$ cat config.mk
export PLATFORM = sky130hd
export DESIGN_NAME = dacc_unit
export DESIGN_NICKNAME = d
export VERILOG_FILES = /design/src/rtl/dacc_pkg.sv /design/src/rtl/dacc_step.sv /design/src/rtl/dacc_alu.sv /design/src/rtl/dacc_unit.sv
export SDC_FILE = /design/constraint.sdc
export NUM_CORES = 1
export LEC_CHECK = 0
export ABC_AREA = 1
export ABC_CLOCK_PERIOD_IN_PS = 5900
export BUFFER_PORTS_ARGS = -buffer_cell sky130_fd_sc_hd__buf_2
export CAP_MARGIN = 20
export CORE_MARGIN = 1
export CORE_UTILIZATION = 30
export DETAILED_ROUTE_END_ITERATION = 12
export SLEW_MARGIN = 40
export SYNTH_ARGS = -nofsm -noshare
export SYNTH_HDL_FRONTEND = slang
export SYNTH_HIERARCHICAL = 1
export SYNTH_SLANG_ARGS = --single-unit
$ cat constraint.sdc
create_clock -name clk -period 5.9 [get_ports clk]
set_input_delay 0.295 -clock clk [delete_from_list [all_inputs] [get_ports clk]]
set_output_delay 0.295 -clock clk [all_outputs]
set_load 0.01 [all_outputs]
$ cat src/rtl/dacc_pkg.sv
// Shared definitions for the pair-register datapath.
// Assumes an operation code of OP_W bits; codes above OP_DEC_S are unassigned.
package dacc_pkg;

    localparam int OP_W = 5;

    typedef enum logic [OP_W-1:0] {
        OP_LD_D   = 5'd0,
        OP_LD_X   = 5'd1,
        OP_LD_Y   = 5'd2,
        OP_LD_S   = 5'd3,
        OP_ADD_D  = 5'd4,
        OP_CMP_D  = 5'd5,
        OP_CMP_Y  = 5'd6,
        OP_LSR_D  = 5'd7,
        OP_ASL_D  = 5'd8,
        OP_ADD_BX = 5'd9,
        OP_ADD_BY = 5'd10,
        OP_XCH_DX = 5'd11,
        OP_XCH_DY = 5'd12,
        OP_S_TO_X = 5'd13,
        OP_X_TO_S = 5'd14,
        OP_INC_X  = 5'd15,
        OP_DEC_X  = 5'd16,
        OP_INC_Y  = 5'd17,
        OP_DEC_Y  = 5'd18,
        OP_INC_S  = 5'd19,
        OP_DEC_S  = 5'd20
    } dacc_op_e;

    typedef struct packed {
        logic n;
        logic z;
        logic v;
        logic c;
    } dacc_flags_t;

endpackage

$ cat src/rtl/dacc_step.sv
// Plus-one and minus-one unit for a single pointer register.
// Purely combinational. Both results wrap modulo 2^W.
module dacc_step #(
    parameter int W = 16
) (
    input  logic [W-1:0] val,
    output logic [W-1:0] val_inc,
    output logic [W-1:0] val_dec
);

    // Form both neighbours of the pointer value.
    always_comb begin
        val_inc = val + W'(1);
        val_dec = val - W'(1);
    end

endmodule

$ cat src/rtl/dacc_alu.sv
// Next-state logic for the pair-register datapath.
// Takes the current registers and flags and returns the values they would
// hold after the operation `op`. Pointer neighbours come from dacc_step units.
// Assumes W is even: B is the lower half of D.
module dacc_alu
    import dacc_pkg::*;
#(
    parameter int W = 16
) (
    input  logic [OP_W-1:0] op,
    input  logic [W-1:0]    operand,
    input  logic [W-1:0]    d_cur,
    input  logic [W-1:0]    x_cur,
    input  logic [W-1:0]    y_cur,
    input  logic [W-1:0]    s_cur,
    input  dacc_flags_t     fl_cur,
    input  logic [W-1:0]    x_inc,
    input  logic [W-1:0]    x_dec,
    input  logic [W-1:0]    y_inc,
    input  logic [W-1:0]    y_dec,
    input  logic [W-1:0]    s_inc,
    input  logic [W-1:0]    s_dec,
    output logic [W-1:0]    d_nxt,
    output logic [W-1:0]    x_nxt,
    output logic [W-1:0]    y_nxt,
    output logic [W-1:0]    s_nxt,
    output dacc_flags_t     fl_nxt
);

    localparam int HALF = W / 2;

    dacc_op_e       opc;
    logic           is_sub;
    logic [W-1:0]   lhs;
    logic [W-1:0]   rhs;
    logic [W:0]     sum;
    logic           ar_v;
    logic           ar_c;
    logic [W-1:0]   b_ext;
    logic [W-1:0]   shr;
    logic [W-1:0]   shl;

    // Shared adder: add for D, or subtract for the compares of D and Y.
    always_comb begin
        opc    = dacc_op_e'(op);
        is_sub = (opc == OP_CMP_D) || (opc == OP_CMP_Y);
        lhs    = (opc == OP_CMP_Y) ? y_cur : d_cur;
        rhs    = is_sub ? ~operand : operand;
        sum    = {1'b0, lhs} + {1'b0, rhs} + {{W{1'b0}}, is_sub};
        ar_v   = (lhs[W-1] == rhs[W-1]) && (sum[W-1] != lhs[W-1]);
        ar_c   = is_sub ? ~sum[W] : sum[W];
    end

    // Zero-extended B and the two one-bit shifts of D.
    always_comb begin
        b_ext = {{(W-HALF){1'b0}}, d_cur[HALF-1:0]};
        shr   = {1'b0, d_cur[W-1:1]};
        shl   = {d_cur[W-2:0], 1'b0};
    end

    // Choose the next register and flag values for each operation code.
    always_comb begin
        d_nxt  = d_cur;
        x_nxt  = x_cur;
        y_nxt  = y_cur;
        s_nxt  = s_cur;
        fl_nxt = fl_cur;
        case (opc)
            OP_LD_D, OP_LD_X, OP_LD_Y, OP_LD_S: begin
                if (opc == OP_LD_D) d_nxt = operand;
                if (opc == OP_LD_X) x_nxt = operand;
                if (opc == OP_LD_Y) y_nxt = operand;
                if (opc == OP_LD_S) s_nxt = operand;
                fl_nxt.n = operand[W-1];
                fl_nxt.z = (operand == '0);
                fl_nxt.v = 1'b0;
            end
            OP_ADD_D: begin
                d_nxt    = sum[W-1:0];
                fl_nxt.n = sum[W-1];
                fl_nxt.z = (sum[W-1:0] == '0);
                fl_nxt.v = ar_v;
                fl_nxt.c = ar_c;
            end
            OP_CMP_D, OP_CMP_Y: begin
                fl_nxt.n = sum[W-1];
                fl_nxt.z = (sum[W-1:0] == '0);
                fl_nxt.v = ar_v;
                fl_nxt.c = ar_c;
            end
            OP_LSR_D: begin
                d_nxt    = shr;
                fl_nxt.n = 1'b0;
                fl_nxt.z = (shr == '0);
                fl_nxt.c = d_cur[0];
                fl_nxt.v = d_cur[0];
            end
            OP_ASL_D: begin
                d_nxt    = shl;
                fl_nxt.n = shl[W-1];
                fl_nxt.z = (shl == '0);
                fl_nxt.c = d_cur[W-1];
                fl_nxt.v = shl[W-1] ^ d_cur[W-1];
            end
            OP_ADD_BX: x_nxt = x_cur + b_ext;
            OP_ADD_BY: y_nxt = y_cur + b_ext;
            OP_XCH_DX: begin
                d_nxt = x_cur;
                x_nxt = d_cur;
            end
            OP_XCH_DY: begin
                d_nxt = y_cur;
                y_nxt = d_cur;
            end
            OP_S_TO_X: x_nxt = s_inc;
            OP_X_TO_S: s_nxt = x_dec;
            OP_INC_X: begin
                x_nxt    = x_inc;
                fl_nxt.z = (x_inc == '0);
            end
            OP_DEC_X: begin
                x_nxt    = x_dec;
                fl_nxt.z = (x_dec == '0);
            end
            OP_INC_Y: begin
                y_nxt    = y_inc;
                fl_nxt.z = (y_inc == '0);
            end
            OP_DEC_Y: begin
                y_nxt    = y_dec;
                fl_nxt.z = (y_dec == '0);
            end
            OP_INC_S: s_nxt = s_inc;
            OP_DEC_S: s_nxt = s_dec;
            default: ;
        endcase
    end

endmodule

$ cat src/rtl/dacc_unit.sv
// Top of the pair-register datapath. Holds D (A:B), X, Y, S and the flags.
// Registers every result on a cycle with `start` high and pulses `done` on
// the next cycle. Reset is synchronous and active low.
// Assumes `start` lasts one cycle per operation, though back-to-back
// operations are allowed.
module dacc_unit
    import dacc_pkg::*;
#(
    parameter int W = 16
) (
    input  logic            clk,
    input  logic            rst_n,
    input  logic            start,
    input  logic [OP_W-1:0] op,
    input  logic [W-1:0]    operand,
    output logic [W/2-1:0]  acc_a,
    output logic [W/2-1:0]  acc_b,
    output logic [W-1:0]    idx_x,
    output logic [W-1:0]    idx_y,
    output logic [W-1:0]    stk_p,
    output logic            flag_n,
    output logic            flag_z,
    output logic            flag_v,
    output logic            flag_c,
    output logic            done
);

    localparam int HALF = W / 2;
    localparam int NPTR = 3;
    localparam int PX   = 0;
    localparam int PY   = 1;
    localparam int PS   = 2;

    logic [W-1:0] d_q, x_q, y_q, s_q;
    logic [W-1:0] d_n, x_n, y_n, s_n;
    dacc_flags_t  fl_q, fl_n;
    logic         done_q;

    logic [W-1:0] ptr_val [NPTR];
    logic [W-1:0] ptr_inc [NPTR];
    logic [W-1:0] ptr_dec [NPTR];

    // Gather the pointer registers for the step units.
    always_comb begin
        ptr_val[PX] = x_q;
        ptr_val[PY] = y_q;
        ptr_val[PS] = s_q;
    end

    // One plus/minus-one unit per pointer register.
    for (genvar gi = 0; gi < NPTR; gi++) begin : g_step
        dacc_step #(.W(W)) u_step (
            .val     (ptr_val[gi]),
            .val_inc (ptr_inc[gi]),
            .val_dec (ptr_dec[gi])
        );
    end

    dacc_alu #(.W(W)) u_alu (
        .op      (op),
        .operand (operand),
        .d_cur   (d_q),
        .x_cur   (x_q),
        .y_cur   (y_q),
        .s_cur   (s_q),
        .fl_cur  (fl_q),
        .x_inc   (ptr_inc[PX]),
        .x_dec   (ptr_dec[PX]),
        .y_inc   (ptr_inc[PY]),
        .y_dec   (ptr_dec[PY]),
        .s_inc   (ptr_inc[PS]),
        .s_dec   (ptr_dec[PS]),
        .d_nxt   (d_n),
        .x_nxt   (x_n),
        .y_nxt   (y_n),
        .s_nxt   (s_n),
        .fl_nxt  (fl_n)
    );

    // State registers: clear on reset, take the new values on start.
    always_ff @(posedge clk) begin
        if (!rst_n) begin
            d_q    <= '0;
            x_q    <= '0;
            y_q    <= '0;
            s_q    <= '0;
            fl_q   <= '0;
            done_q <= 1'b0;
        end else begin
            done_q <= start;
            if (start) begin
                d_q  <= d_n;
                x_q  <= x_n;
                y_q  <= y_n;
                s_q  <= s_n;
                fl_q <= fl_n;
            end
        end
    end

    // Drive the outputs from the state.
    always_comb begin
        acc_a  = d_q[W-1:HALF];
        acc_b  = d_q[HALF-1:0];
        idx_x  = x_q;
        idx_y  = y_q;
        stk_p  = s_q;
        flag_n = fl_q.n;
        flag_z = fl_q.z;
        flag_v = fl_q.v;
        flag_c = fl_q.c;
        done   = done_q;
    end


    done_pulse_chk: assert property (@(posedge clk) disable iff (!rst_n)
        start |=> done);


    idle_hold_chk: assert property (@(posedge clk) disable iff (!rst_n)
        !start |=> (!done && $stable({acc_a, acc_b, idx_x, idx_y, stk_p,
                                      flag_n, flag_z, flag_v, flag_c})));


    load_x_chk: assert property (@(posedge clk) disable iff (!rst_n)
        (start && op == OP_LD_X) |=> (idx_x == $past(operand) && !flag_v
            && flag_c == $past(flag_c) && flag_n == idx_x[W-1]));


    lsrd_flag_chk: assert property (@(posedge clk) disable iff (!rst_n)
        (start && op == OP_LSR_D) |=> (!flag_n && flag_v == flag_c
            && flag_c == $past(acc_b[0])));


    xchg_dx_chk: assert property (@(posedge clk) disable iff (!rst_n)
        (start && op == OP_XCH_DX) |=> (idx_x == $past({acc_a, acc_b})
            && {acc_a, acc_b} == $past(idx_x)
            && $stable({flag_n, flag_z, flag_v, flag_c})));


    sp_to_x_chk: assert property (@(posedge clk) disable iff (!rst_n)
        (start && op == OP_S_TO_X) |=> (idx_x == $past(stk_p) + W'(1)
            && $stable({flag_n, flag_z, flag_v, flag_c})));


    x_to_sp_chk: assert property (@(posedge clk) disable iff (!rst_n)
        (start && op == OP_X_TO_S) |=> (stk_p == $past(idx_x) - W'(1)));


    incx_flag_chk: assert property (@(posedge clk) disable iff (!rst_n)
        (start && op == OP_INC_X) |=> (idx_x == $past(idx_x) + W'(1)
            && $stable({flag_n, flag_v, flag_c}) && flag_z == (idx_x == '0)));


    spare_code_chk: assert property (@(posedge clk) disable iff (!rst_n)
        (start && op > OP_DEC_S) |=> $stable({acc_a, acc_b, idx_x, idx_y,
            stk_p, flag_n, flag_z, flag_v, flag_c}));

endmodule

==> impl_metrics.tcl, run 1 <==
set metrics [dict create \
    cts_setup_buffers 0 \
    cp.required_ns 6.21 \
    cts_resized 0 \
    synthTopCellsByArea "nand2_1 20%, dfxtp_1 13%, nor2_1 9.4%" \
    firstDrtPassIters 7 \
    crit_fanout 31 \
    combPwrFrac_pct 41.9 \
    io_pins 93 \
    p_clk_share_pct 29.3 \
    setup_violations 0 \
    p_per_area_mw_per_mm2 180.4 \
    synth_top_area_cell "nand2_1" \
    hold_buffers 0 \
    muxShareOfSynthArea_pct 0 \
    cts_root_buf "clkbuf_16" \
    synth_seq_cells 69 \
    cts.reportedPaths.clkPinSlew_ns 0.06 \
    r2r_slack_ns 2.38 \
    cts_made_buffers 9 \
    area_delta_synth_final_pct 8.482 \
    die_h_um 193.1 \
    worstSetupEndpointType "register" \
    synth-xor-area-share_pct 5.354 \
    overflow 0 \
    ys.warnings.count 6 \
    reg2reg_from "idx_y[4]" \
    seqPwrFrac_pct 28.8 \
    p_leak_nw 5.516 \
    hp-class "in2reg" \
    antenna_found_initial 0 \
    io_buffers 92 \
    p_int_w 0.001148 \
    worstSetupStartpointType "input port" \
    layout-drive-gt1-share_pct 11.08 \
    worstPathArrival_ns 4.30 \
    grt_usage_pct 27.72 \
    clock_skew_ns 0.01389 \
    finalHoldViolCount 0 \
    avgSynthCellArea_um2 5.618 \
    core_mm2 0.03574 \
    fin_crit_ns 3.988 \
    viasPerCell 5.563 \
    cts.path.max_buffers 2 \
    hpwl_mm 39.52 \
    vias 13663 \
    grt_pass1_vias 12610 \
    wl_mm 51.55 \
    synth_top_family_by_area "simple AND/OR/NAND/NOR gates" \
    synth_ff_type "dfxtp_1" \
    gp_congestion 1.017 \
    placementRows 69 \
    synth_top_area_share_pct 20.00 \
    worst-setup-path-type "in2reg" \
    synth_edf_count 0 \
    dp.cells 2440 \
    fin_setup_tns_ns 0 \
    dieArea_mm2 0.03730 \
    hold_depth 3 \
    maxCapViolCount 0 \
    timing.slew.headroom_pct 41.48 \
    drc 0 \
    cts.sinks 69 \
    drv_slew 0 \
    final_cells 2456 \
    synth-simple-area-share_pct 44.51 \
    worstHoldStart "start" \
    crit_path_start "op[3]" \
    p_sw_w 0.0009977 \
    drt_iter0_drc 1515 \
    period_share_pct 67.59 \
    reg2reg_depth 20 \
    cts_tree "done" \
    vdd_drop_max_mv 0.1452 \
    yosysSeqAreaShare_pct 12.60 \
    pre_cts_slack_ns 1.736 \
    wl_per_cell_um 20.99 \
    r2r-end "flag_z" \
    syn_inst 1951 \
    clk_latency_ns 0.38 \
    setup_ws_ns 1.912 \
    fin_nets 2055 \
    rsz0062_at_grt "no" \
    synthArstFlopShare_pct 0 \
    outcome "finished clean" \
    min_to "flag_n" \
    antenna_cells 0 \
    die_w_um 193.1 \
    synth-adder-area-share_pct 4.772 \
    htree_levels 3 \
    swShare_pct 46.51 \
    ant_nets 0 \
    fmax_mhz 250.8 \
    synth.distinct_cells 61 \
    synth_compound_area_share_pct 18.30 \
    initial_core_util_pct 30.67 \
    synth_area_mm2 0.01096 \
    synth_nets 2015 \
    tightest_slew_ns 0.8777 \
    grt_max_degree 80 \
    grt_pass1_wl_mm 77.48 \
]
registers in the layout, summed over array words and instances (netlist names), 16 cells and up:
name	flops
idx_x	16
d_q	16
stk_p	16
idx_y	16
synth_stat cells, drive strengths merged (5+ instances only):
library cell	count
inv	276
nand3	100
a21oi	61
o211ai	10
buf	53
nor3	18
o21ai	87
xor2	64
o2111ai	30
a221oi	34
nor2	321
o22ai	44
ha	37
nor4	19
a31oi	6
nand4	40
clkbuf	24
a311o	5
a211oi	8
dfxtp	69
nand2	603
stage by stage:
step | area [um2] | hold slack (ns) | util [%] | total power, W
after global placement | 11550 | 0.4902 | 32.31 | 0.001499
final | 11890 | 0.4266 | 33.27 | 0.002145
after CTS | 11880 | 0.4509 | 33.24 | 0.002133
after global routing | 11890 | 0.4752 | 33.27 | 0.002264
after floorplan | 10960 | 0.5010 | - | 0.001203
after detailed placement | 11560 | 0.4992 | 32.36 | 0.001500
placed cells by master, fill, tap and decap left out, types with 33 or more instances in the layout:
master	instances
nand3_1	92
a221oi_1	33
nand4_1	39
o22ai_1	44
ha_1	37
o21ai_0	81
a21oi_1	61
nor2_1	273
nand2_1	584
inv_1	262
dfxtp_1	69
xor2_1	64
buf_2	91
power by group through the flow:
stage | combinational (W) | sequential, W | clock (W)
floorplan | 0.000617 | 0.000587 | 0
global placement | 0.000872 | 0.000627 | 0
detailed placement | 0.000872 | 0.000627 | 0
CTS | 0.000878 | 0.000617 | 0.000638
global route | 0.000991 | 0.000625 | 0.000648
finish | 0.000898 | 0.000618 | 0.000630
worst max path at each step:
stage / end
floorplan: flag_z
global route: flag_z
CTS: flag_z
global placement: flag_z
detailed placement: flag_z
finish: flag_z
cell families after synthesis:
group | Yosys count
AO/OA/AOI/OAI | 307
flip-flops | 69
adder cells (fa/ha/maj) | 40
buffers and inverters | 355
AND/OR/NAND/NOR | 1113
XOR/XNOR | 67
critical path, stage by stage:
cell and delay (ns):
buf_2 0.16, nor2_4 0.28, nand3_2 0.60, nand2_1 0.31
nand3_2 0.16, nand2_2 0.13, inv_1 0.06, fa_1 0.45
xnor2_1 0.51, and3_1 0.23, nand2_1 0.05, nor3_1 0.19
nand3_1 0.10, nor2_1 0.12, nand2_1 0.08, nor2_1 0.09
nand2_1 0.06, a21oi_1 0.16, inv_1 0.06, nand2_1 0.05
nand2_1 0.05, nor2_1 0.10
metal layers:
metal	GRT usage [%]	vias to the layer above	share of wire, %
li1	-	6467	-
met1	36.45	6283	42
met2	43.61	769	44
met3	5.357	144	9.0
met4	12.53	0	4.7
met5	0	-	0
cell type report:
cell class | count | area [um2]
clock buffer | 9 | 225.2
clock inverter | 6 | 88.84
fill | 4153 | 23850
inverter | 278 | 1044
multi-input combinational | 1527 | 8003
sequential | 69 | 1381
tap | 461 | 576.8
timing repair buffer | 106 | 571.8
Note: power is estimated with default switching activity, not from simulation.
==> run 2: changes to the inputs <==
ABC_CLOCK_PERIOD_IN_PS = 3700   (was 5900)
clock period = 3.7 ns   (was 5.9 ns; I/O delays follow)
==> run 2 against run 1 <==
  * Design area increased by 3.4%
  * Combinational power increased by 71%
  * Critical path depth increased by 2
  * Final cell count increased by 2.1%
  * Clock skew decreased by 0.0042 ns
  * First-iteration DRC count increased by 12%
  * Global-route usage increased by 0.25 points
  * Routed wire length increased by 1.5%
  * Utilization increased by 1.1 points
  * Sequential cell count unchanged
  * Via count increased by 1.3%
  * Sequential power increased by 51%
  * Critical path type unchanged
  * Largest cell class unchanged
==> impl_metrics.tcl, run 2 (synthesized netlist as in run 1, its figures left out) <==
set metrics [dict create \
    die_h_um 193.1 \
    grt_pass1_wl_mm 78.01 \
    fin_crit_ns 3.243 \
    worst-setup-path-type "in2reg" \
    grt_usage_pct 27.98 \
    vias 13844 \
    timing.slew.headroom_pct 37.04 \
    cpPeakStageDelay_ns 0.47 \
    core_mm2 0.03574 \
    antenna_cells 0 \
    cp_cell_sequence "buf_2, inv_2, nor2_1, nand3_2, nand2_1, nand3_2, nand2_2, inv_1, fa_1, nand3_1, nand3_1, xnor2_1, nand2_1, nor3_1, nand3_1, nor2_1, nand2_1, nor2_1, nand2_1, a21oi_1, inv_1, nand2_1, nand2_1, nor2_1" \
    wl_met3_mm 4.591 \
    pre_cts_slack_ns 0.1814 \
    drc 0 \
    fillCellCount 4136 \
    drt_iter0_drc 1702 \
    initial_core_util_pct 30.67 \
    drv_slew 0 \
    cts_made_buffers 9 \
    setup_violations 0 \
    wl_mm 52.33 \
    worstSetupStartpointType "input port" \
    grt_pass1_vias 12719 \
    ant_nets 0 \
    multi_input_area_mm2 0.008003 \
    finalHoldViolCount 0 \
    setup_ws_ns 0.4574 \
    crit_fanout 19 \
    cts_setup_buffers 0 \
    io_pins 93 \
    fmax_mhz 308.4 \
    period_share_pct 87.64 \
    cp_top_family "simple AND/OR/NAND/NOR gates" \
    die_w_um 193.1 \
    rsz0062_at_grt "no" \
    maxCapViolCount 0 \
    gp_congestion 1.042 \
    worstSetupEndpointType "register" \
    p_per_area_mw_per_mm2 284.6 \
    top_layer "met4" \
    regArea_mm2 0.001381 \
    htree_levels 3 \
    holdWs_ns 0.2969 \
    cts.sinks 69 \
    io_buffers 92 \
    p_leak_nw 5.784 \
    min_to "d_q[11]" \
    r2r_slack_ns 0.49 \
    overflow 0 \
    antenna_found_initial 0 \
    cts.reportedPaths.clkPinSlew_ns 0.06 \
    cts_tree "done" \
    outcome "finished clean" \
    final_cell_mix "584 x nand2_1, 273 x nor2_1, 263 x inv_1" \
    hold_depth 3 \
    viasPerCell 5.520 \
    placementRows 69 \
    fin_setup_tns_ns 0 \
    layout-drive-gt1-share_pct 13.29 \
    worstPathArrival_ns 3.55 \
    clk_latency_ns 0.37 \
    drt-met1-wl_mm 22.27 \
    wl_per_cell_um 20.86 \
    crit_slowest_cell "fa_1" \
    worstHoldStart "rst_n" \
    dieArea_mm2 0.03730 \
    final_common_cell "nand2_1" \
    critical-path-top-cell-by-count "nand2_1" \
    cts_resized 0 \
    r2r-end "flag_z" \
    firstDrtPassIters 8 \
    hp-class "in2reg" \
    area_delta_synth_final_pct 12.17 \
    hpwl_mm 41.36 \
    wl_met2_mm 23.20 \
    cts.path.max_buffers 2 \
    fin_nets 2106 \
    hold_buffers 0 \
    cp.required_ns 4.00 \
    reg2reg_depth 15 \
    clock_skew_ns 0.009703 \
    path_depth 24 \
    reg2reg_from "idx_y[0]" \
    grt_max_degree 91 \
    tightest_slew_ns 0.9409 \
    cp_num_buf_inv 4 \
    vdd_drop_max_mv 0.2456 \
    cts_root_buf "clkbuf_16" \
]
-- run 2: cell count changes in the layout (fill, tap and decap cells not counted), sizes merged --
| cell | change |
|---|---|
| buf | +51 |
| clkbuf | +1 |
| clkinv | -1 |
| clkinvlp | -1 |
| inv | +2 |
-- run 2: routing by layer --
layer / up-vias / GRT usage, %
met5: - / 0
met1: 6492 / 36.45
met4: 0 / 12.02
met3: 130 / 5.376
li1: 6571 / -
met2: 651 / 44.73
-- run 2: layout make-up --
| type | count | share of cell area [%] |
|---|---|---|
| Tap cell | 461 | 4.692 |
| Sequential cell | 69 | 11.24 |
| Timing Repair Buffer | 157 | 7.785 |
| Clock inverter | 6 | 0.7633 |
| Clock buffer | 10 | 1.944 |
| Multi-Input combinational cell | 1527 | 65.09 |
| Inverter | 278 | 8.488 |
-- run 2: worst max path at each step --
stage | start | to | slack [ns]
finish | op[1] | flag_z | 0.46
global route | op[1] | flag_z | 0.16
CTS | op[1] | flag_z | 0.54
detailed placement | op[1] | flag_z | 0.18
global placement | op[1] | flag_z | 0.18
floorplan | op[2] | flag_z | 0.84
-- run 2: where the power goes --
part	switching (W)	leakage (nW)	internal (W)
Clock	0.000408	0.160	0.000615
Sequential	0.000138	0.571	0.000797
Combinational	0.00105	5.05	0.000492
-- run 2: per-stage QoR --
stage,std cells,total power [W],util (%),cell area [um2]
final,2508,0.003499,34.40,12290
after global placement,2492,0.002446,33.42,11950
after CTS,2508,0.003485,34.39,12290
after detailed placement,2492,0.002446,33.46,11960
after global routing,2508,0.003696,34.40,12290
after floorplan,1951,0.001918,-,10960
-- run 2: worst register-to-register path: stages (launching register included) --
cell and delay (ns):
dfxtp_1 0.51, buf_4 0.23, ha_1 0.21, nand3_2 0.13
nor2_4 0.19, nand2_1 0.09, xor2_1 0.32, nor4_1 0.11
nand4_1 0.25, o21ai_0 0.17, nor4_1 0.51, a21oi_1 0.14
inv_1 0.07, nand2_1 0.05, nand2_1 0.08, nor2_1 0.04
==> run 3: changes to the inputs <==
ABC_CLOCK_PERIOD_IN_PS = 2900   (was 3700)
PLACE_DENSITY_LB_ADDON = 0.2   (was not set)
clock period = 2.9 ns   (was 3.7 ns; I/O delays follow)
==> run 3 against run 2 <==
  * Design area increased by 14%
  * Critical endpoint unchanged
  * Register-to-register slack lost 0.37 ns
  * First-iteration DRC count decreased by 11%
  * Sequential cell count is the same
==> impl_metrics.tcl, run 3 (synthesized netlist as in run 1, its figures left out) <==
set metrics [dict create \
    cts_root_buf "clkbuf_16" \
    worstSetupEndpointType "register" \
    io_buffers 92 \
    overflow 0 \
    clock_skew_ns 0.007131 \
    antenna_found_initial 2 \
    hp-class "in2reg" \
    htree_levels 3 \
    antenna_cells 0 \
    rsz0062_at_grt "yes" \
    initial_core_util_pct 30.67 \
    power_w 0.004738 \
    drv_slew 0 \
    maxCapViolCount 0 \
    fmax_mhz 353.6 \
    worstSetupStartpointType "input port" \
    fin_area_mm2 0.01403 \
    vdd_drop_max_mv 0.3186 \
    dpl_cell_area_mm2 0.01332 \
    worst-setup-path-type "in2reg" \
    ant_nets 0 \
    grt_pass1_vias 13335 \
    crit_path_start "op[2]" \
    critical-path-top-cell-by-count "nand2_1" \
    worstPathArrival_ns 3.13 \
    cts_tree "done" \
    period_share_pct 97.51 \
    grt_usage_pct 29.10 \
    tightest_slew_ns 0.7100 \
    cts.sinks 69 \
    viasPerCell 5.303 \
    die_h_um 193.1 \
    p_per_area_mw_per_mm2 337.8 \
    hold_buffers 0 \
    hpwl_mm 44.11 \
    fin_crit_ns 2.828 \
    timing.slew.headroom_pct 52.23 \
    cp_cell_sequence "buf_6, inv_2, nor2_4, nand2_4, nor2_8, nand2_8, buf_12, xor2_2, ha_2, buf_4, nand2_1, nor2_1, nand3_1, nand3_2, a21oi_2, xor2_1, nand3_1, nor2_1, nand2_1, a21oi_2, inv_1, nand2_1, nand2_1, nor2_1" \
    grt_max_degree 54 \
    core_mm2 0.03574 \
    cp.required_ns 3.20 \
    wl_per_cell_um 20.48 \
    worstHoldStart "operand[15]" \
    cp_num_buf_inv 5 \
    vias 14329 \
    p_leak_nw 6.768 \
    cp_top_family "simple AND/OR/NAND/NOR gates" \
    placementRows 69 \
    cts_made_buffers 9 \
    final_cell_mix "578 x nand2_1, 268 x nor2_1, 258 x inv_1" \
    wl_mm 55.34 \
    reg2reg_from "idx_y[9]" \
    cts.path.max_buffers 2 \
    cts.reportedPaths.clkPinSlew_ns 0.06 \
    drt_iter0_drc 1516 \
    grt_pass1_wl_mm 80.76 \
    clk_latency_ns 0.36 \
    area_delta_synth_final_pct 27.99 \
    gp_congestion 1.039 \
    fin_nets 2300 \
    cpPeakStageDelay_ns 0.35 \
    setup_violations 0 \
    outcome "finished clean" \
    firstDrtPassIters 8 \
    crit_slowest_cell "ha_2" \
    dieArea_mm2 0.03730 \
    layout-drive-gt1-share_pct 23.65 \
    die_w_um 193.1 \
    final_common_cell "nand2_1" \
    finalHoldViolCount 0 \
    io_pins 93 \
    drc 0 \
    crit_fanout 8 \
]
[run 3: changes by cell type in the layout (fill, tap and decap cells not counted), sizes merged]
cell,change
clkbuf,+2
clkinvlp,-1
buf,+193
clkinv,+3
bufinv,-2
inv,-2
nand3,+1
[run 3: worst paths after layout]
kind	to	slack, ns	cells after the start
worst min-delay path	flag_n	0.25	7
worst max-delay path	flag_z	0.07	24
worst min register to register	flag_c	0.49	2
worst max register to register	flag_z	0.12	17
[run 3: layer usage]
layer  global-route usage [%]  up-vias  wire, um
met5                        0        -         9
met2                    48.79      616     25830
met4                    11.48        2      2134
met1                    37.37     6646     23680
met3                    4.109      112      3687
li1                         -     6953         -
[run 3: cell type report]
cell class | count | area (um2)
sequential | 69 | 1395
clock buffer | 12 | 246.5
multi-input combinational | 1528 | 8275
tap | 461 | 576.8
fill | 4079 | 21710
inverter | 278 | 1044
clock inverter | 4 | 23.77
timing repair buffer | 350 | 2467
[run 3: repair_timing]
action                     CTS  global route
setup buffers                0            17
pin swaps                    0            43
cloned                       0             1
gates resized for setup      1            84
setup endpoints to repair    2            18
[run 3: through the flow]
stage | hold slack [ns] | cells | setup TNS [ns] | setup slack [ns] | utilization [%]
floorplan | 0.4490 | 1951 | 0 | 0.08404 | -
global placement | 0.4836 | 2667 | -1.817 | -0.2613 | 37.24
CTS | 0.2562 | 2684 | 0 | 0.04157 | 38.03
finish | 0.2479 | 2702 | 0 | 0.07228 | 39.25
detailed placement | 0.4866 | 2668 | -2.431 | -0.3147 | 37.27
global route | 0.3376 | 2702 | -0.1211 | -0.06674 | 39.25
[run 3: where the power goes]
part / total (W) / internal, W / switching [W]
Combinational: 0.00250 / 0.000970 / 0.00153
Clock: 0.00109 / 0.000601 / 0.000488
Sequential: 0.00115 / 0.00102 / 0.000134
Total: 0.00474 / 0.00259 / 0.00215
[run 3: worst min-delay path, delay by kind of cell]
family	cells	cell delay (ns)
AND/OR/NAND/NOR	5	0.29
buffers and inverters	2	0.13
